<file path="config.mk">
export PLATFORM = sky130hd
export DESIGN_NAME = ser_mode_ctl
export DESIGN_NICKNAME = d
export VERILOG_FILES = /design/src/rtl/ser_mode_ctl.sv
export SDC_FILE = /design/constraint.sdc
export NUM_CORES = 1
export LEC_CHECK = 0
export ABC_AREA = 1
export BUFFER_PORTS_ARGS = -buffer_cell sky130_fd_sc_hd__clkbuf_2
export CELL_PAD_IN_SITES_DETAIL_PLACEMENT = 0
export CELL_PAD_IN_SITES_GLOBAL_PLACEMENT = 1
export CORE_MARGIN = 5
export CORE_UTILIZATION = 35
export DETAILED_ROUTE_END_ITERATION = 12
export PLACE_DENSITY = 0.79
export SYNTH_ARGS = -nofsm -noshare
export SYNTH_HDL_FRONTEND = slang
export SYNTH_SLANG_ARGS = --single-unit
</file>
<file path="constraint.sdc">
create_clock -name clk -period 3.19 [get_ports clk]
set_input_delay 0.319 -clock clk [delete_from_list [all_inputs] [get_ports clk]]
set_output_delay 0.319 -clock clk [all_outputs]
set_load 0.03 [all_outputs]
</file>
<file path="src/rtl/ser_mode_ctl.sv">
module ser_mode_ctl #(
  parameter int ADDR_W = 4,
  parameter int DATA_W = 12,
  parameter int OFS_W  = 6,
  parameter int SYNC_N = 2
) (
  input  logic              clk,
  input  logic              rst_n,
  input  logic              cs_n,
  input  logic              sclk,
  input  logic              sdi,
  output logic [2:0]        op_mode,
  output logic [2:0]        aux_dac_en,
  output logic              tx_fs_hi,
  output logic              aux_adc_en,
  output logic [DATA_W-1:0] dac1_code,
  output logic [DATA_W-1:0] dac2_code,
  output logic [DATA_W-1:0] dac3_code,
  output logic [OFS_W-1:0]  i_trim,
  output logic [OFS_W-1:0]  q_trim,
  output logic [1:0]        cm_sel,
  output logic [2:0]        wake_mode,
  output logic              adc_start
);
  localparam int FRAME_W = DATA_W + ADDR_W;
  localparam int CNT_W   = $clog2(FRAME_W + 2);
  localparam logic [CNT_W-1:0] CNT_FULL = CNT_W'(FRAME_W);
  localparam logic [CNT_W-1:0] CNT_OVER = CNT_W'(FRAME_W + 1);

  localparam logic [ADDR_W-1:0] A_WIDE = ADDR_W'(0);
  localparam logic [ADDR_W-1:0] A_DAC1 = ADDR_W'(1);
  localparam logic [ADDR_W-1:0] A_DAC2 = ADDR_W'(2);
  localparam logic [ADDR_W-1:0] A_DAC3 = ADDR_W'(3);
  localparam logic [ADDR_W-1:0] A_ITRM = ADDR_W'(4);
  localparam logic [ADDR_W-1:0] A_QTRM = ADDR_W'(5);
  localparam logic [ADDR_W-1:0] A_CMS  = ADDR_W'(6);
  localparam logic [ADDR_W-1:0] A_CONV = ADDR_W'(7);
  localparam logic [ADDR_W-1:0] A_SHRT = ADDR_W'(8);
  localparam logic [ADDR_W-1:0] A_WAKE = ADDR_W'(9);

  localparam logic [2:0] M_SHDN = 3'd0;
  localparam logic [2:0] M_IDLE = 3'd1;
  localparam logic [2:0] M_FD   = 3'd5;

  logic [SYNC_N:0] cs_sy, ck_sy, d_sy;

  always_ff @(posedge clk or negedge rst_n)
    if (!rst_n) begin
      cs_sy <= '1;
      ck_sy <= '0;
      d_sy  <= '0;
    end else begin
      cs_sy <= {cs_sy[SYNC_N-1:0], cs_n};
      ck_sy <= {ck_sy[SYNC_N-1:0], sclk};
      d_sy  <= {d_sy[SYNC_N-1:0], sdi};
    end

  wire ck_rise = ck_sy[SYNC_N-1] & ~ck_sy[SYNC_N];
  wire cs_rise = cs_sy[SYNC_N-1] & ~cs_sy[SYNC_N];
  wire cs_fall = ~cs_sy[SYNC_N-1] & cs_sy[SYNC_N];
  wire cs_low  = ~cs_sy[SYNC_N-1];

  logic [FRAME_W-1:0] sh;
  logic [CNT_W-1:0]   cnt;

  always_ff @(posedge clk or negedge rst_n)
    if (!rst_n) begin
      sh  <= '0;
      cnt <= '0;
    end else if (cs_fall) begin
      cnt <= '0;
    end else if (ck_rise && cs_low) begin
      sh <= {sh[FRAME_W-2:0], d_sy[SYNC_N-1]};
      if (cnt != CNT_OVER) cnt <= cnt + 1'b1;
    end

  wire                commit = cs_rise && (cnt == CNT_FULL);
  wire [ADDR_W-1:0]   addr   = sh[ADDR_W-1:0];
  wire [DATA_W-1:0]   dat    = sh[FRAME_W-1:ADDR_W];
  wire [2:0]          req    = dat[2:0];
  wire [2:0]          mode_nx = (op_mode == M_SHDN && req != M_SHDN) ? wake_mode : req;

  always_ff @(posedge clk or negedge rst_n)
    if (!rst_n) begin
      op_mode    <= M_SHDN;
      aux_dac_en <= '0;
      tx_fs_hi   <= 1'b0;
      aux_adc_en <= 1'b0;
      dac1_code  <= '0;
      dac2_code  <= '0;
      dac3_code  <= '0;
      i_trim     <= '0;
      q_trim     <= '0;
      cm_sel     <= '0;
      wake_mode  <= M_IDLE;
    end else if (commit) begin
      case (addr)
        A_WIDE: begin
          aux_dac_en <= dat[6:4];
          tx_fs_hi   <= dat[7];
          aux_adc_en <= dat[9];
          if (req != M_FD) op_mode <= mode_nx;
        end
        A_SHRT: op_mode   <= mode_nx;
        A_DAC1: dac1_code <= dat;
        A_DAC2: dac2_code <= dat;
        A_DAC3: dac3_code <= dat;
        A_ITRM: i_trim    <= dat[OFS_W-1:0];
        A_QTRM: q_trim    <= dat[OFS_W-1:0];
        A_CMS:  cm_sel    <= dat[1:0];
        A_WAKE: if (req != M_SHDN) wake_mode <= req;
        default: ;
      endcase
    end

  always_ff @(posedge clk or negedge rst_n)
    if (!rst_n) adc_start <= 1'b0;
    else        adc_start <= commit && (addr == A_CONV);


  bad_len_chk: assert property (@(posedge clk) disable iff (!rst_n)
    (cs_rise && cnt != CNT_FULL) |=> $stable({op_mode, aux_dac_en, tx_fs_hi, aux_adc_en,
      dac1_code, dac2_code, dac3_code, i_trim, q_trim, cm_sel, wake_mode}));


  start_pulse_chk: assert property (@(posedge clk) disable iff (!rst_n)
    adc_start |=> !adc_start);


  fd_hold_chk: assert property (@(posedge clk) disable iff (!rst_n)
    (commit && addr == A_WIDE && req == M_FD) |=> $stable(op_mode));


  wake_valid_chk: assert property (@(posedge clk) disable iff (!rst_n)
    wake_mode != M_SHDN);


  cnt_cap_chk: assert property (@(posedge clk) disable iff (!rst_n)
    cnt <= CNT_OVER);


  idle_hold_chk: assert property (@(posedge clk) disable iff (!rst_n)
    (!cs_low && !cs_fall) |=> $stable(sh));
endmodule

</file>
# Yosys cells after proc, flatten, opt, wreduce, memory -nomap -nowiden
# Cells that the tools add are included.
dict set report totals {
  out_inout_bits 62
  input_bits 5
  word_cells 65
  ff_bits 91
}
dict set report op_classes {
  n_reduce_logical 21
  n_eq_ne 13
  muxes 6
  n_addsub 1
  bitwise_logic 7
}
# operator n
set op_table {}
lappend op_table {{AND reduction 2 bit} 9}
lappend op_table {{== test 4 x 3 -> 1 bit, second input constant} 4}
lappend op_table {{two-way mux 5 bit} 3}
lappend op_table {{== test 4 x 2 -> 1 bit, second input constant} 2}
lappend op_table {{== test 4 bit, second input constant} 2}
lappend op_table {{two-way mux 3 bit} 2}
lappend op_table {{case mux 3 bit (2 select lines)} 1}
lappend op_table {{AND reduction 3 bit} 2}
lappend op_table {{nonzero test 2 bit} 3}
lappend op_table {{adder 5 x 1 -> 5 bit, second input constant} 1}
lappend op_table {{== test 5 bit, second input constant} 1}
lappend op_table {{inequality test 5 bit, second input constant} 1}
lappend op_table {{== test 4 x 1 -> 1 bit, second input constant} 1}
lappend op_table {{logical AND 1 bit} 4}
lappend op_table {{zero test 4 bit} 1}
lappend op_table {{inverter 1 bit} 4}
lappend op_table {{AND 1 bit} 3}
lappend op_table {{zero test 3 bit} 1}
lappend op_table {{inequality test 3 bit, second input constant} 1}
lappend op_table {{nonzero test 3 bit} 1}
lappend op_table {{inequality test 2 bit, second input constant} 1}

# Logic depth before layout (Yosys ltp)
dict set report depth {
  word_depth 5
  ltp_mapped 11
  ltp_nobuf 9
}

# Worst setup path after synthesis
# OpenSTA, ideal clock, no wires.
dict set report synth_path {
  path_kind {flip-flop to flip-flop}
  start {register cnt[0]}
  end {register dac3_code[2]}
  path_buffers 2
  setup_time_ns 0.124
  arrival_ns 1.364
  slack_ns 1.701
  required_ns 3.066
  stages_incl_launch_ff 12
  period_less_slack_ns 1.489
  path_cell_list {dfrtp_1 -> inv_1 -> ha_1 -> nand2_1 -> inv_1 -> nand2_2 -> nor2_4 -> buf_8 -> nand2_4 -> buf_6 -> nand2_1 -> o21ai_2}
}
dict set report synth_via {
  elab_chain_cells 3
}
# element line
set synth_lines {}
lappend synth_lines {{from (decl)} 64} ;# logic [CNT_W-1:0] cnt;
lappend synth_lines {{from (signal assigned)} 74} ;# if (cnt != CNT_OVER) cnt <= cnt + 1'b1;
lappend synth_lines {{== test 5 bit} 77} ;# wire commit = cs_rise && (cnt == CNT_FULL);
lappend synth_lines {{logical AND 1 bit} 77}
lappend synth_lines {{AND reduction 2 bit (no line)} --}
lappend synth_lines {{to (signal assigned)} 107} ;# A_DAC3: dac3_code <= dat;
lappend synth_lines {{to (decl)} 18} ;# output logic [DATA_W-1:0] dac3_code,
# No other way between the ends.
# A chain may end at the register's enable or synchronous reset.

# Final worst setup path
dict set report layout_path {
  start {register cnt[0]}
  end {register dac2_code[8]}
}
dict set report layout_via {
  elab_chain_cells 3
}
# element line
set layout_lines {}
lappend layout_lines {{== test 5 bit} 77}
lappend layout_lines {{logical AND 1 bit} 77}
lappend layout_lines {{AND reduction 2 bit (no line)} --}
lappend layout_lines {{to (signal assigned)} 106} ;# A_DAC2: dac2_code <= dat;
lappend layout_lines {{to (decl)} 17} ;# output logic [DATA_W-1:0] dac2_code,
# No other way between the ends.

==> impl_metrics.tcl <==
set metrics [dict create \
    slew_headroom_pct 25.3 \
    num_io_pins 67 \
    synth_top_family_by_area "simple AND/OR/NAND/NOR gates" \
    slew_viol_final 0 \
    initial_utilization_pct 35.7 \
    worstSetupStartpointType "register" \
    post-place-ws_ns 1.29 \
    cts_max_path_buffers 2 \
    cts_max_level 3 \
    final_nets 452 \
    reg2reg_slack_ns 1.30 \
    cp_slowest_stage_delay_ns 0.44 \
    dr.pass1.iters 4 \
    grt_pass1_wl_mm 13.7 \
    maxCapViolCount 0 \
    netlist_area_sq_mm 0.00369 \
    place.gp.congestion 0.805 \
    synth_seq_area_share_pct 61.9 \
    slowest_stage "dfrtp_1" \
    postSynthAreaPerCell_sq_um 9.76 \
    num_vias 2722 \
    grt_setup_unrepaired "no" \
    drt_drc_violations_left 0 \
    cp.depth 9 \
    synthCells 378 \
    wl_per_cell_um 13.9 \
    die_w_um 113 \
    crit_arrival_ns 2.12 \
    die_area_sq_mm 0.0127 \
    hold_viol_final 0 \
    overflow 0 \
    synth-compound-area-share_pct 12.6 \
    grt_antenna_before_repair 0 \
    core_region_area_sq_mm 0.0103 \
    hold_path_class "in2reg" \
    critical_path_class "reg2reg" \
    numCtsBuffers 9 \
    cts_tree "built" \
    synthesis.nets 386 \
    yosysWarnings 0 \
    ant_nets 0 \
    ir_worst_vdd_mv 0.229 \
    antennaDiodeCount 0 \
    ys_types 24 \
    first_global_vias 2710 \
    fin_skew_ns 0.0107 \
    synthMuxAreaShare_pct 0 \
    via_per_inst 4.65 \
    ctsHoldBuffers 0 \
    post_cts_buffers 0 \
    clkTransAtPathRegs_ns 0.09 \
    die_height_um 113 \
    clock_sinks 91 \
    place_inst 569 \
    dp_hpwl_mm 5.50 \
    tightest_slew_ns 1.12 \
    routed_wl_mm 8.10 \
    grt_max_degree 92 \
    drive_above_1_share_pct 26.9 \
    power.density_mw_per_mm2 572 \
    period_share_pct 59.3 \
    post_layout_nonfiller_instances 585 \
    critPathMaxFanout 24 \
    setup_viol 0 \
    hold_depth 1 \
    crit_path_cell_trace "inv_1, ha_1, nand2_1, inv_1, nand2_2, nor2_4, nand2_2, nand2_1, o21ai_0" \
    cts_root_buffer "clkbuf_8" \
    fmax_mhz 529 \
    worst-path-buf-inv 2 \
    worst_slack_ns 1.30 \
    synth-simple-area-share_pct 19.0 \
    area.growth.synth_to_final_pct 19.4 \
    status "complete, no violations" \
    ff2ff_path_depth 9 \
    end_kind "register" \
    period_minus_slack_ns 1.89 \
    drtIter0Drc 133 \
    timing.rr.start "cnt[0]$_DFFE_PN0P_" \
    finalSetupTns_ns 0 \
    hp-start "cs_n" \
    crit_path_start "cnt[0]$_DFFE_PN0P_" \
    insertion_delay_ns 0.37 \
    synth_xor_area_share_pct 0.237 \
    synthAdderAreaFrac_pct 1.02 \
    leakagePower_uw 0.00220 \
    required_ns 3.42 \
    num_rows 37 \
    ys_ff_latch 91 \
    post_cts_resized 0 \
    track_usage_pct 13.4 \
    cpLargestDelayFamily "simple AND/OR/NAND/NOR gates" \
    port-buffer-count 66 \
]
## stage by stage
stage	total power [uW]	instance area, sq um	hold WS (ns)	util (%)
after global placement	1420	4110	0.337	39.8
after CTS	2540	4400	0.0223	42.7
after global routing	2630	4400	0.0194	42.7
after detailed placement	1430	4110	0.336	39.8
after floorplan	1360	3690	0.0234	-
final	2520	4400	0.0355	42.7
## metal layers
layer | vias to the layer above | global-route usage [%] | part of all wire, %
met3 | 10 | 4.20 | 7.4
met2 | 68 | 19.9 | 45
met5 | - | 0 | 0
met1 | 1299 | 18.5 | 46
li1 | 1345 | - | -
met4 | 0 | 4.81 | 1.3
## cell usage in the layout (no fill, tap or decap)
| cell type | instances |
|---|---|
| ha_1 | 3 |
| o21ai_1 | 2 |
| buf_4 | 2 |
| dfrtp_1 | 87 |
| nand3_1 | 11 |
| bufinv_16 | 5 |
| nor3_1 | 1 |
| clkbuf_8 | 9 |
| clkinv_8 | 1 |
| nor2_1 | 19 |
| xor2_1 | 1 |
| nand3b_1 | 1 |
| clkinv_4 | 1 |
| inv_2 | 2 |
| clkbuf_2 | 65 |
| nand2_2 | 5 |
| nor2_2 | 1 |
| o21ai_2 | 22 |
| nor2_4 | 2 |
| nand4_1 | 3 |
| o21ai_0 | 52 |
| nand2_1 | 123 |
| dfstp_2 | 4 |
| inv_1 | 25 |
| nand2_4 | 2 |
## synth_stat cells (all sizes together)
cell / n / area, sq um
nand2: 130 / 515
dfrtp: 87 / 2180
o21ai: 76 / 463
inv: 27 / 101
nor2: 22 / 100
nand3: 11 / 55.1
buf: 9 / 80.1
dfstp: 4 / 105
clkbuf: 3 / 13.8
ha: 3 / 37.5
nand4: 3 / 18.8
nand3b: 1 / 7.51
nor3: 1 / 5.00
xor2: 1 / 8.76
## report_power, final
| group | total (uW) | leakage, uW | switching [uW] | internal (uW) |
|---|---|---|---|---|
| sequential | 1220 | 0.00124 | 37.3 | 1190 |
| combinational | 181 | 0.000810 | 131 | 49.4 |
| clock | 1120 | 0.000146 | 429 | 686 |
| total | 2520 | 0.00220 | 598 | 1920 |
## state kept, by name (all words and copies together), names as in the netlist
register    flops
adc_start       1
aux_adc_en      1
aux_dac_en      3
ck_sy           3
cm_sel          2
cnt             5
cs_sy           3
d_sy            2
dac1_code      12
dac2_code      12
dac3_code      12
i_trim          6
op_mode         3
q_trim          6
sh             16
tx_fs_hi        1
wake_mode       3
## final timing paths
path,endpoint
min in group asynchronous,dac3_code[6]$_DFFE_PN0P_
max in group asynchronous,adc_start$_DFF_PN0_
min,cs_sy[0]$_DFF_PN1_
min reg2reg,cs_sy[1]$_DFF_PN1_
max,dac2_code[8]$_DFFE_PN0P_
max reg2reg,dac2_code[8]$_DFFE_PN0P_
## cell families (layout without fill, tap and decap cells)
group           after synthesis  in the layout
buf+inv                      39            110
flops                        91             91
compound gates               76             76
xor+xnor                      1              1
simple gates                168            168
fa+ha+maj                     3              3
## area by class of cell
cell class / instances / area, sq um
multi-input combinational: 248 / 1210
fill: 1050 / 5920
clock buffer: 9 / 124
sequential: 91 / 2280
tap: 136 / 170
clock inverter: 7 / 175
timing repair buffer: 67 / 340
inverter: 27 / 101
Power figures use the tool's default switching activity.
